===== src/rtl/ubt_pkg.sv =====
package ubt_pkg;
  // Per-half control after mode selection and edge detection
  typedef struct packed {
    logic le;    // transparent request
    logic rise;  // direction clock rose between two system edges
    logic oe;    // active-high output enable
  } lane_ctl_t;
endpackage


===== src/rtl/ubt_ctrl_sel.sv =====
module ubt_ctrl_sel
  import ubt_pkg::*;
#(
  parameter int NUM_HALVES = 2
) (
  input  logic                  clk,
  input  logic                  rst_n,
  input  logic                  wide_mode,
  input  logic [NUM_HALVES-1:0] oe_n_i,
  input  logic [NUM_HALVES-1:0] le_i,
  input  logic [NUM_HALVES-1:0] dclk_i,
  output lane_ctl_t [NUM_HALVES-1:0] ctl_o
);
  logic [NUM_HALVES-1:0] dclk_prev;
  logic [NUM_HALVES-1:0] dclk_rise;

  // Reset as if high: a clock held high through reset is no edge
  always_ff @(posedge clk or negedge rst_n) begin
    if (!rst_n) dclk_prev <= '1;
    else        dclk_prev <= dclk_i;
  end

  assign dclk_rise = dclk_i & ~dclk_prev;

  for (genvar h = 0; h < NUM_HALVES; h++) begin : g_sel
    localparam int SRC_WIDE = 0;
    always_comb begin
      if (wide_mode) begin
        ctl_o[h].le   = le_i[SRC_WIDE];
        ctl_o[h].rise = dclk_rise[SRC_WIDE];
        ctl_o[h].oe   = ~oe_n_i[SRC_WIDE];
      end else begin
        ctl_o[h].le   = le_i[h];
        ctl_o[h].rise = dclk_rise[h];
        ctl_o[h].oe   = ~oe_n_i[h];
      end
    end
  end
endmodule


===== src/rtl/ubt_lane.sv =====
module ubt_lane
  import ubt_pkg::*;
#(
  parameter int HALF_W = 9
) (
  input  logic              clk,
  input  logic              rst_n,
  input  logic              freeze,
  input  lane_ctl_t         ctl,
  input  logic [HALF_W-1:0] d_in,
  output logic [HALF_W-1:0] q_o,
  output logic [HALF_W-1:0] drv_o
);
  logic oe_q;
  logic capture;

  assign capture = !freeze && (ctl.le || ctl.rise);

  always_ff @(posedge clk or negedge rst_n) begin
    if (!rst_n) begin
      q_o  <= '0;
      oe_q <= 1'b0;
    end else begin
      if (capture) q_o <= d_in;
      oe_q <= ctl.oe;
    end
  end

  assign drv_o = {HALF_W{oe_q}};
endmodule


===== src/rtl/ubt_out_ovr.sv =====
module ubt_out_ovr #(
  parameter int WIDTH = 18
) (
  input  logic             test_mode,
  input  logic [WIDTH-1:0] norm_data,
  input  logic [WIDTH-1:0] norm_drv,
  input  logic [WIDTH-1:0] ovr_data,
  input  logic [WIDTH-1:0] ovr_drv,
  output logic [WIDTH-1:0] out_data,
  output logic [WIDTH-1:0] out_drv
);
  always_comb begin
    if (test_mode) begin
      out_data = ovr_data;
      out_drv  = ovr_drv;
    end else begin
      out_data = norm_data;
      out_drv  = norm_drv;
    end
  end
endmodule


===== src/rtl/ubt_datapath.sv =====
module ubt_datapath
  import ubt_pkg::*;
#(
  parameter int HALF_W     = 9,
  parameter int NUM_HALVES = 2,
  localparam int W         = HALF_W * NUM_HALVES
) (
  input  logic                  clk,
  input  logic                  rst_n,
  input  logic                  wide_mode,
  input  logic                  test_mode,
  input  logic [W-1:0]          a_in,
  input  logic [W-1:0]          b_in,
  input  logic [NUM_HALVES-1:0] ab_oe_n,
  input  logic [NUM_HALVES-1:0] ab_le,
  input  logic [NUM_HALVES-1:0] ab_clk,
  input  logic [NUM_HALVES-1:0] ba_oe_n,
  input  logic [NUM_HALVES-1:0] ba_le,
  input  logic [NUM_HALVES-1:0] ba_clk,
  input  logic [W-1:0]          tst_a_data,
  input  logic [W-1:0]          tst_a_drive,
  input  logic [W-1:0]          tst_b_data,
  input  logic [W-1:0]          tst_b_drive,
  output logic [W-1:0]          a_out,
  output logic [W-1:0]          a_drv,
  output logic [W-1:0]          b_out,
  output logic [W-1:0]          b_drv
);
  lane_ctl_t [NUM_HALVES-1:0] ab_ctl;
  lane_ctl_t [NUM_HALVES-1:0] ba_ctl;
  logic [W-1:0] ab_q, ab_d;
  logic [W-1:0] ba_q, ba_d;

  ubt_ctrl_sel #(.NUM_HALVES(NUM_HALVES)) ab_sel_i (
    .clk(clk), .rst_n(rst_n), .wide_mode(wide_mode),
    .oe_n_i(ab_oe_n), .le_i(ab_le), .dclk_i(ab_clk), .ctl_o(ab_ctl)
  );

  ubt_ctrl_sel #(.NUM_HALVES(NUM_HALVES)) ba_sel_i (
    .clk(clk), .rst_n(rst_n), .wide_mode(wide_mode),
    .oe_n_i(ba_oe_n), .le_i(ba_le), .dclk_i(ba_clk), .ctl_o(ba_ctl)
  );

  for (genvar h = 0; h < NUM_HALVES; h++) begin : g_half
    ubt_lane #(.HALF_W(HALF_W)) ab_lane_i (
      .clk(clk), .rst_n(rst_n), .freeze(test_mode), .ctl(ab_ctl[h]),
      .d_in(a_in[h*HALF_W +: HALF_W]),
      .q_o(ab_q[h*HALF_W +: HALF_W]),
      .drv_o(ab_d[h*HALF_W +: HALF_W])
    );
    ubt_lane #(.HALF_W(HALF_W)) ba_lane_i (
      .clk(clk), .rst_n(rst_n), .freeze(test_mode), .ctl(ba_ctl[h]),
      .d_in(b_in[h*HALF_W +: HALF_W]),
      .q_o(ba_q[h*HALF_W +: HALF_W]),
      .drv_o(ba_d[h*HALF_W +: HALF_W])
    );
  end

  ubt_out_ovr #(.WIDTH(W)) b_ovr_i (
    .test_mode(test_mode), .norm_data(ab_q), .norm_drv(ab_d),
    .ovr_data(tst_b_data), .ovr_drv(tst_b_drive),
    .out_data(b_out), .out_drv(b_drv)
  );

  ubt_out_ovr #(.WIDTH(W)) a_ovr_i (
    .test_mode(test_mode), .norm_data(ba_q), .norm_drv(ba_d),
    .ovr_data(tst_a_data), .ovr_drv(tst_a_drive),
    .out_data(a_out), .out_drv(a_drv)
  );
endmodule


===== config.mk =====
export PLATFORM = sky130hd
export DESIGN_NAME = ubt_datapath
export DESIGN_NICKNAME = d
export VERILOG_FILES = /design/src/rtl/ubt_pkg.sv /design/src/rtl/ubt_ctrl_sel.sv /design/src/rtl/ubt_lane.sv /design/src/rtl/ubt_out_ovr.sv /design/src/rtl/ubt_datapath.sv
export SDC_FILE = /design/constraint.sdc
export NUM_CORES = 1
export LEC_CHECK = 0
export BUFFER_PORTS_ARGS = -buffer_cell sky130_fd_sc_hd__buf_2
export CORE_ASPECT_RATIO = 2
export CORE_MARGIN = 4
export CORE_UTILIZATION = 36
export CTS_BUF_LIST = sky130_fd_sc_hd__clkbuf_16
export CTS_CLUSTER_SIZE = 14
export DETAILED_ROUTE_END_ITERATION = 6
export GPL_TIMING_DRIVEN = 0
export PLACE_DENSITY = 0.77
export SYNTH_ARGS = -nofsm -noshare
export SYNTH_HDL_FRONTEND = slang
export SYNTH_SLANG_ARGS = --single-unit

===== constraint.sdc =====
create_clock -name clk -period 1.4 [get_ports clk]
set_clock_uncertainty 0.05 [all_clocks]
set_input_delay 0.14 -clock clk [delete_from_list [all_inputs] [get_ports clk]]
set_output_delay 0.14 -clock clk [all_outputs]
set_load 0.02 [all_outputs]

==> flow_metrics.tcl, run 1 <==
set metrics [dict create \
    synth.distinct_cells 16 \
    cp-start-kind "flop" \
    max_clock_freq_mhz 664 \
    synth-seq-cells 44 \
    dpl_cell_area_um2 3570 \
    yosys_most_used_dff "dfrtp_1" \
    antenna_found_initial 0 \
    syn_avg_cell_area_um2 11.1 \
    ys_top_cells_by_count "nand2_1 (72), mux2_2 (54), dfrtp_1 (40)" \
    yosys.cell_count.top_type "nand2_1" \
    vias_per_cell 4.59 \
    finalCritPeriodShare_pct 108 \
    cp_max_fo 9 \
    clk_pin_slew_worst_paths_ns 0.06 \
    fin_nets 553 \
    hold_violations 40 \
    cts_tree "done" \
    required_ns 1.51 \
    irDropWorstVdd_mv 1.00 \
    grt_pass1_vias 2485 \
    hold_ws_ns -0.0236 \
    start_util_pct 37.3 \
    p_leak_nw 2.14 \
    grt-ovfl-total 0 \
    power_density_nw_per_um2 1080 \
    yosys.area.top_type_share_pct 40.2 \
    num_vias 2377 \
    violations "negative hold slack, negative setup slack" \
    min-delay-path-class "in -> async" \
    clk_latency_ns 0.28 \
    rsz0062_at_grt "yes" \
    netlist_area_um2 2490 \
    wl_um 7760 \
    fin_setup_tns_ns -1.67 \
    grt_max_degree 45 \
    setup_viol 18 \
    setup_slack_ns -0.106 \
    reg2regPathDepth 5 \
    numCtsBuffers 5 \
    endpoint_kind "flop" \
    critical_path_class "reg -> reg" \
    fillCellCount 616 \
    tightest_slew_ns 0.992 \
    r2r_slack_ns -0.11 \
    die_width_um 66.8 \
    antennaDiodeCount 0 \
    area_delta_synth_final_pct 54.1 \
    grt_usage_pct 17.6 \
    multiInputGateArea_um2 1280 \
    r2r_start "ab_sel_i.dclk_prev[0]" \
    gp_congestion 0.791 \
    ys_top_cells_by_area "dfrtp_1 (40%), mux2_2 (24%), mux2_4 (11%), nand2_1 (11%), dfstp_2 (4.2%)" \
    drive_gt1_share_pct 69.8 \
    relSlewSlack_pct 33.8 \
    cts_sinks 44 \
    status "finished with violations" \
    synth_top_area_cell "dfrtp_1" \
    grt_pass1_wl_um 11500 \
    maxSlewViolCount 0 \
    die_h_um 126 \
    hpwl_um 6200 \
    fin_util_pct 57.5 \
    core_area_um2 6670 \
    synthArstFlopShare_pct 100 \
    seq_area_um2 1110 \
    crit_arrival_ns 1.62 \
    synth_edf_count 0 \
    clockBufferDepth 2 \
    ant_nets 0 \
    post-route-min-period_ns 1.51 \
    yosysWarnings 0 \
    max_cap_violations 0 \
    h-tree-depth 2 \
    port_buffers 193 \
    synth_cells 224 \
    wl_per_cell_um 15.0 \
    synth_nets 348 \
    drtIter0Drc 66 \
    synth_seq_area_share_pct 44.4 \
    firstDrtPassIters 4 \
    die-area_um2 8400 \
    reg2reg_to "g_half[1].ab_lane_i.q_o[0]" \
    rows 42 \
    io_pins 196 \
    place_ws_ns -0.125 \
    post-route-drc-count 0 \
    postLayoutCellArea_um2 3840 \
    root_buffer "clkbuf_16" \
]
critical path, cell delays in order, from the launching register on:
cell,delay (ns)
dfstp_2,0.52
inv_2,0.03
a21oi_2,0.14
a211o_1,0.17
buf_8,0.16
mux2_4,0.31
area by class of cell:
class	count	share of cell area, %
multi-input combinational	158	33.3
sequential	44	28.8
timing repair buffer	202	27.5
clock buffer	5	3.26
tap	88	2.87
buffer	12	2.64
clock inverter	3	1.01
inverter	6	0.587
layer usage:
layer,track usage [%],wire length [um]
met4,6.47,163
met5,0,0
met2,34.3,4410
met3,3.12,541
met1,17.5,2650
cell usage in the layout (no fill, tap or decap), types with 2 or more instances in the layout:
cell / netlist / routed
buf_6: 3 / 4
a211oi_2: 2 / 2
nor2_2: 2 / 2
inv_2: 0 / 3
nand2_1: 72 / 72
mux2i_1: 2 / 2
clkbuf_16: 0 / 5
a211o_1: 2 / 2
dfrtp_1: 40 / 40
dlygate4sd3_1: 0 / 8
nand2b_1: 4 / 2
buf_4: 1 / 4
nand2b_2: 0 / 2
buf_2: 8 / 196
inv_1: 6 / 4
dfstp_2: 4 / 4
mux2_4: 18 / 18
mux2_2: 54 / 54
registers in the layout, indices dropped and copies added (netlist names):
name and flops:
g_half.ab_lane_i.q_o 18, g_half.ba_lane_i.oe_q 2, ab_sel_i.dclk_prev 2, g_half.ba_lane_i.q_o 18
ba_sel_i.dclk_prev 2, g_half.ab_lane_i.oe_q 2
stage by stage:
stage / hold slack (ns) / power [mW] / cells
3_3_place_gp: 0.213 / 2.82 / 505
4_1_cts: 0.0162 / 4.20 / 517
2_1_floorplan: -0.206 / 2.36 / 224
3_5_place_dp: 0.218 / 2.85 / 505
5_1_grt: 0.0301 / 4.37 / 518
6_report: -0.0236 / 4.15 / 518
how the worst max path moves through the flow:
stage	startpoint	end	slack [ns]	depth (start not counted)
after floorplan	ab_sel_i.dclk_prev[0]	g_half[1].ab_lane_i.q_o[0]	-0.03	5
final	ab_sel_i.dclk_prev[0]	g_half[1].ab_lane_i.q_o[0]	-0.11	5
after global routing	ab_sel_i.dclk_prev[0]	g_half[1].ab_lane_i.q_o[0]	-0.15	5
after detailed placement	test_mode	b_drv[4]	-0.13	7
after CTS	ab_sel_i.dclk_prev[0]	g_half[1].ab_lane_i.q_o[0]	-0.12	5
after global placement	test_mode	b_drv[4]	-0.10	7
timing repair:
action,4_1_cts,5_1_grt
gates cloned,0,1
endpoints found under the hold margin,8,0
setup buffers,0,0
endpoints found under the setup margin,62,56
gates resized for setup,6,10
hold buffers,8,0
cell families (layout without fill, tap and decap cells):
| logic type | count (synthesis) | in the layout | synth area share (%) |
|---|---|---|---|
| buffers and inverters | 22 | 228 | 4.77 |
| multiplexers | 74 | 74 | 36.1 |
| AO/OA/AOI/OAI | 6 | 6 | 2.41 |
| flip-flops | 44 | 44 | 44.4 |
| AND/OR/NAND/NOR | 78 | 78 | 12.4 |
power breakdown:
group          leakage, nW  internal [mW]  total (mW)  switching [mW]
clock network       0.0850          0.832        1.30           0.465
registers            0.511           1.45        1.55          0.0960
logic                 1.55          0.650        1.31           0.655
total                 2.14           2.93        4.15            1.22
No activity file was read; power rests on OpenSTA's default activity.
==> run 2, diff against run 1 <==
--- a/config.mk
+++ b/config.mk
@@ -10,10 +10,12 @@
 export CORE_MARGIN = 4
 export CORE_UTILIZATION = 36
 export CTS_BUF_LIST = sky130_fd_sc_hd__clkbuf_16
+export CTS_CLUSTER_DIAMETER = 120
 export CTS_CLUSTER_SIZE = 14
 export DETAILED_ROUTE_END_ITERATION = 6
 export GPL_TIMING_DRIVEN = 0
 export PLACE_DENSITY = 0.77
+export SKIP_CTS_REPAIR_TIMING = 1
 export SYNTH_ARGS = -nofsm -noshare
 export SYNTH_HDL_FRONTEND = slang
 export SYNTH_SLANG_ARGS = --single-unit
==> run 2 against run 1 <==
  * The flow still finishes with violations (negative hold slack, negative setup slack)
  * First-iteration DRC count up 6.1%
  * Hold slack worse by 0.0017 ns
  * Setup slack about the same
  * Die area unchanged
  * Sequential power about the same
  * Highest routed layer unchanged
  * Final area down 0.20%
  * Core utilization down 0.11 points
  * Via count up 0.17%
==> flow_metrics.tcl, run 2 (synthesized netlist as in run 1, its figures left out) <==
set metrics [dict create \
    max_cap_violations 0 \
    antennaDiodeCount 0 \
    vias_per_cell 4.61 \
    firstDrtPassIters 4 \
    h-tree-depth 2 \
    setup_slack_ns -0.106 \
    cp_max_fo 9 \
    tightest_slew_ns 0.989 \
    num_vias 2381 \
    power_density_nw_per_um2 1080 \
    cts_tree "done" \
    cts_sinks 44 \
    clockBufferDepth 2 \
    final_cell_mix "buf_2 (196), nand2_1 (72), mux2_2 (54)" \
    min-delay-path-class "in -> async" \
    die_width_um 66.8 \
    numCtsBuffers 5 \
    endpoint_kind "flop" \
    reg2regPathDepth 5 \
    hold_violations 41 \
    port_buffers 193 \
    setup_viol 18 \
    die_h_um 126 \
    r2r_slack_ns -0.11 \
    cp-start-kind "flop" \
    core_area_um2 6670 \
    drive_gt1_share_pct 70.2 \
    status "finished with violations" \
    post-route-min-period_ns 1.51 \
    relSlewSlack_pct 34.0 \
    crit_arrival_ns 1.62 \
    drtIter0Drc 70 \
    area_delta_synth_final_pct 53.8 \
    rsz0062_at_grt "yes" \
    clk_latency_ns 0.28 \
    p_leak_nw 2.14 \
    rows 42 \
    grt_max_degree 45 \
    max_clock_freq_mhz 664 \
    start_util_pct 37.3 \
    clk_pin_slew_worst_paths_ns 0.06 \
    hpwl_um 6200 \
    root_buffer "clkbuf_16" \
    antenna_found_initial 0 \
    post-route-drc-count 0 \
    grt_pass1_vias 2402 \
    fin_util_pct 57.4 \
    grt_usage_pct 17.2 \
    top_regs "g_half.ab_lane_i.q_o (18), g_half.ba_lane_i.q_o (18)" \
    finalCritPeriodShare_pct 108 \
    final_common_cell "buf_2" \
    grt-ovfl-total 0 \
    reg2reg_to "g_half[1].ab_lane_i.q_o[0]" \
    required_ns 1.51 \
    hold_ws_ns -0.0253 \
    r2r_start "ab_sel_i.dclk_prev[0]" \
    wl_um 7840 \
    irDropWorstVdd_mv 1.01 \
    wl_per_cell_um 15.2 \
    die-area_um2 8400 \
    ant_nets 0 \
    gp_congestion 0.791 \
    violations "negative hold slack, negative setup slack" \
    grt_pass1_wl_um 11300 \
    maxSlewViolCount 0 \
    io_pins 196 \
    fin_nets 552 \
    critical_path_class "reg -> reg" \
]
run 2: cell types whose count changed in the layout (fill, tap and decap cells not counted), sizes merged:
cell         before  now
clkbuf            6    7
buf             205  204
dlygate4sd3       8    7
run 2: per-stage QoR:
step | total power, mW | std cells | setup slack (ns) | TNS (ns) | instance area (um^2)
5_1_grt | 4.37 | 517 | -0.154 | -3.30 | 3830
3_5_place_dp | 2.85 | 505 | -0.125 | -4.72 | 3570
6_report | 4.15 | 517 | -0.106 | -1.67 | 3830
4_1_cts | 4.18 | 513 | -0.134 | -5.38 | 3730
3_3_place_gp | 2.82 | 505 | -0.104 | -3.75 | 3570
2_1_floorplan | 2.36 | 224 | -0.0324 | -0.584 | 2490
run 2: layout make-up:
type	count	area [um^2]
Buffer	12	101
Clock buffer	5	125
Clock inverter	3	38.8
Fill cell	613	2840
Inverter	6	22.5
Multi-Input combinational cell	158	1280
Sequential cell	44	1110
Tap cell	88	110
Timing Repair Buffer	201	1050
run 2: power by group:
part | switching [mW] | internal (mW) | leakage [nW]
sequential | 0.0968 | 1.45 | 0.511
combinational | 0.657 | 0.649 | 1.54
clock | 0.465 | 0.832 | 0.0850
total | 1.22 | 2.93 | 2.14
run 2: layer usage:
layer,track usage (%),share of wire (%),vias to the layer above
met3,3.21,6.8,13
met2,33.1,56,112
met5,0,0,-
met4,6.47,2.3,0
li1,-,-,1146
met1,17.4,34,1110
run 2: worst max-delay path, stage by stage (launching register included):
cell and delay (ns):
dfstp_2 0.52, inv_2 0.03, a21oi_2 0.14, a211o_1 0.17, buf_8 0.16, mux2_4 0.31
run 2: how the worst max path moves through the flow:
stage | to | depth (start not counted) | start | slack (ns)
final | g_half[1].ab_lane_i.q_o[0] | 5 | ab_sel_i.dclk_prev[0] | -0.11
after floorplan | g_half[1].ab_lane_i.q_o[0] | 5 | ab_sel_i.dclk_prev[0] | -0.03
after detailed placement | b_drv[4] | 7 | test_mode | -0.13
after global placement | b_drv[4] | 7 | test_mode | -0.10
after CTS | b_drv[4] | 7 | test_mode | -0.13
after global routing | g_half[1].ab_lane_i.q_o[0] | 5 | ab_sel_i.dclk_prev[0] | -0.15
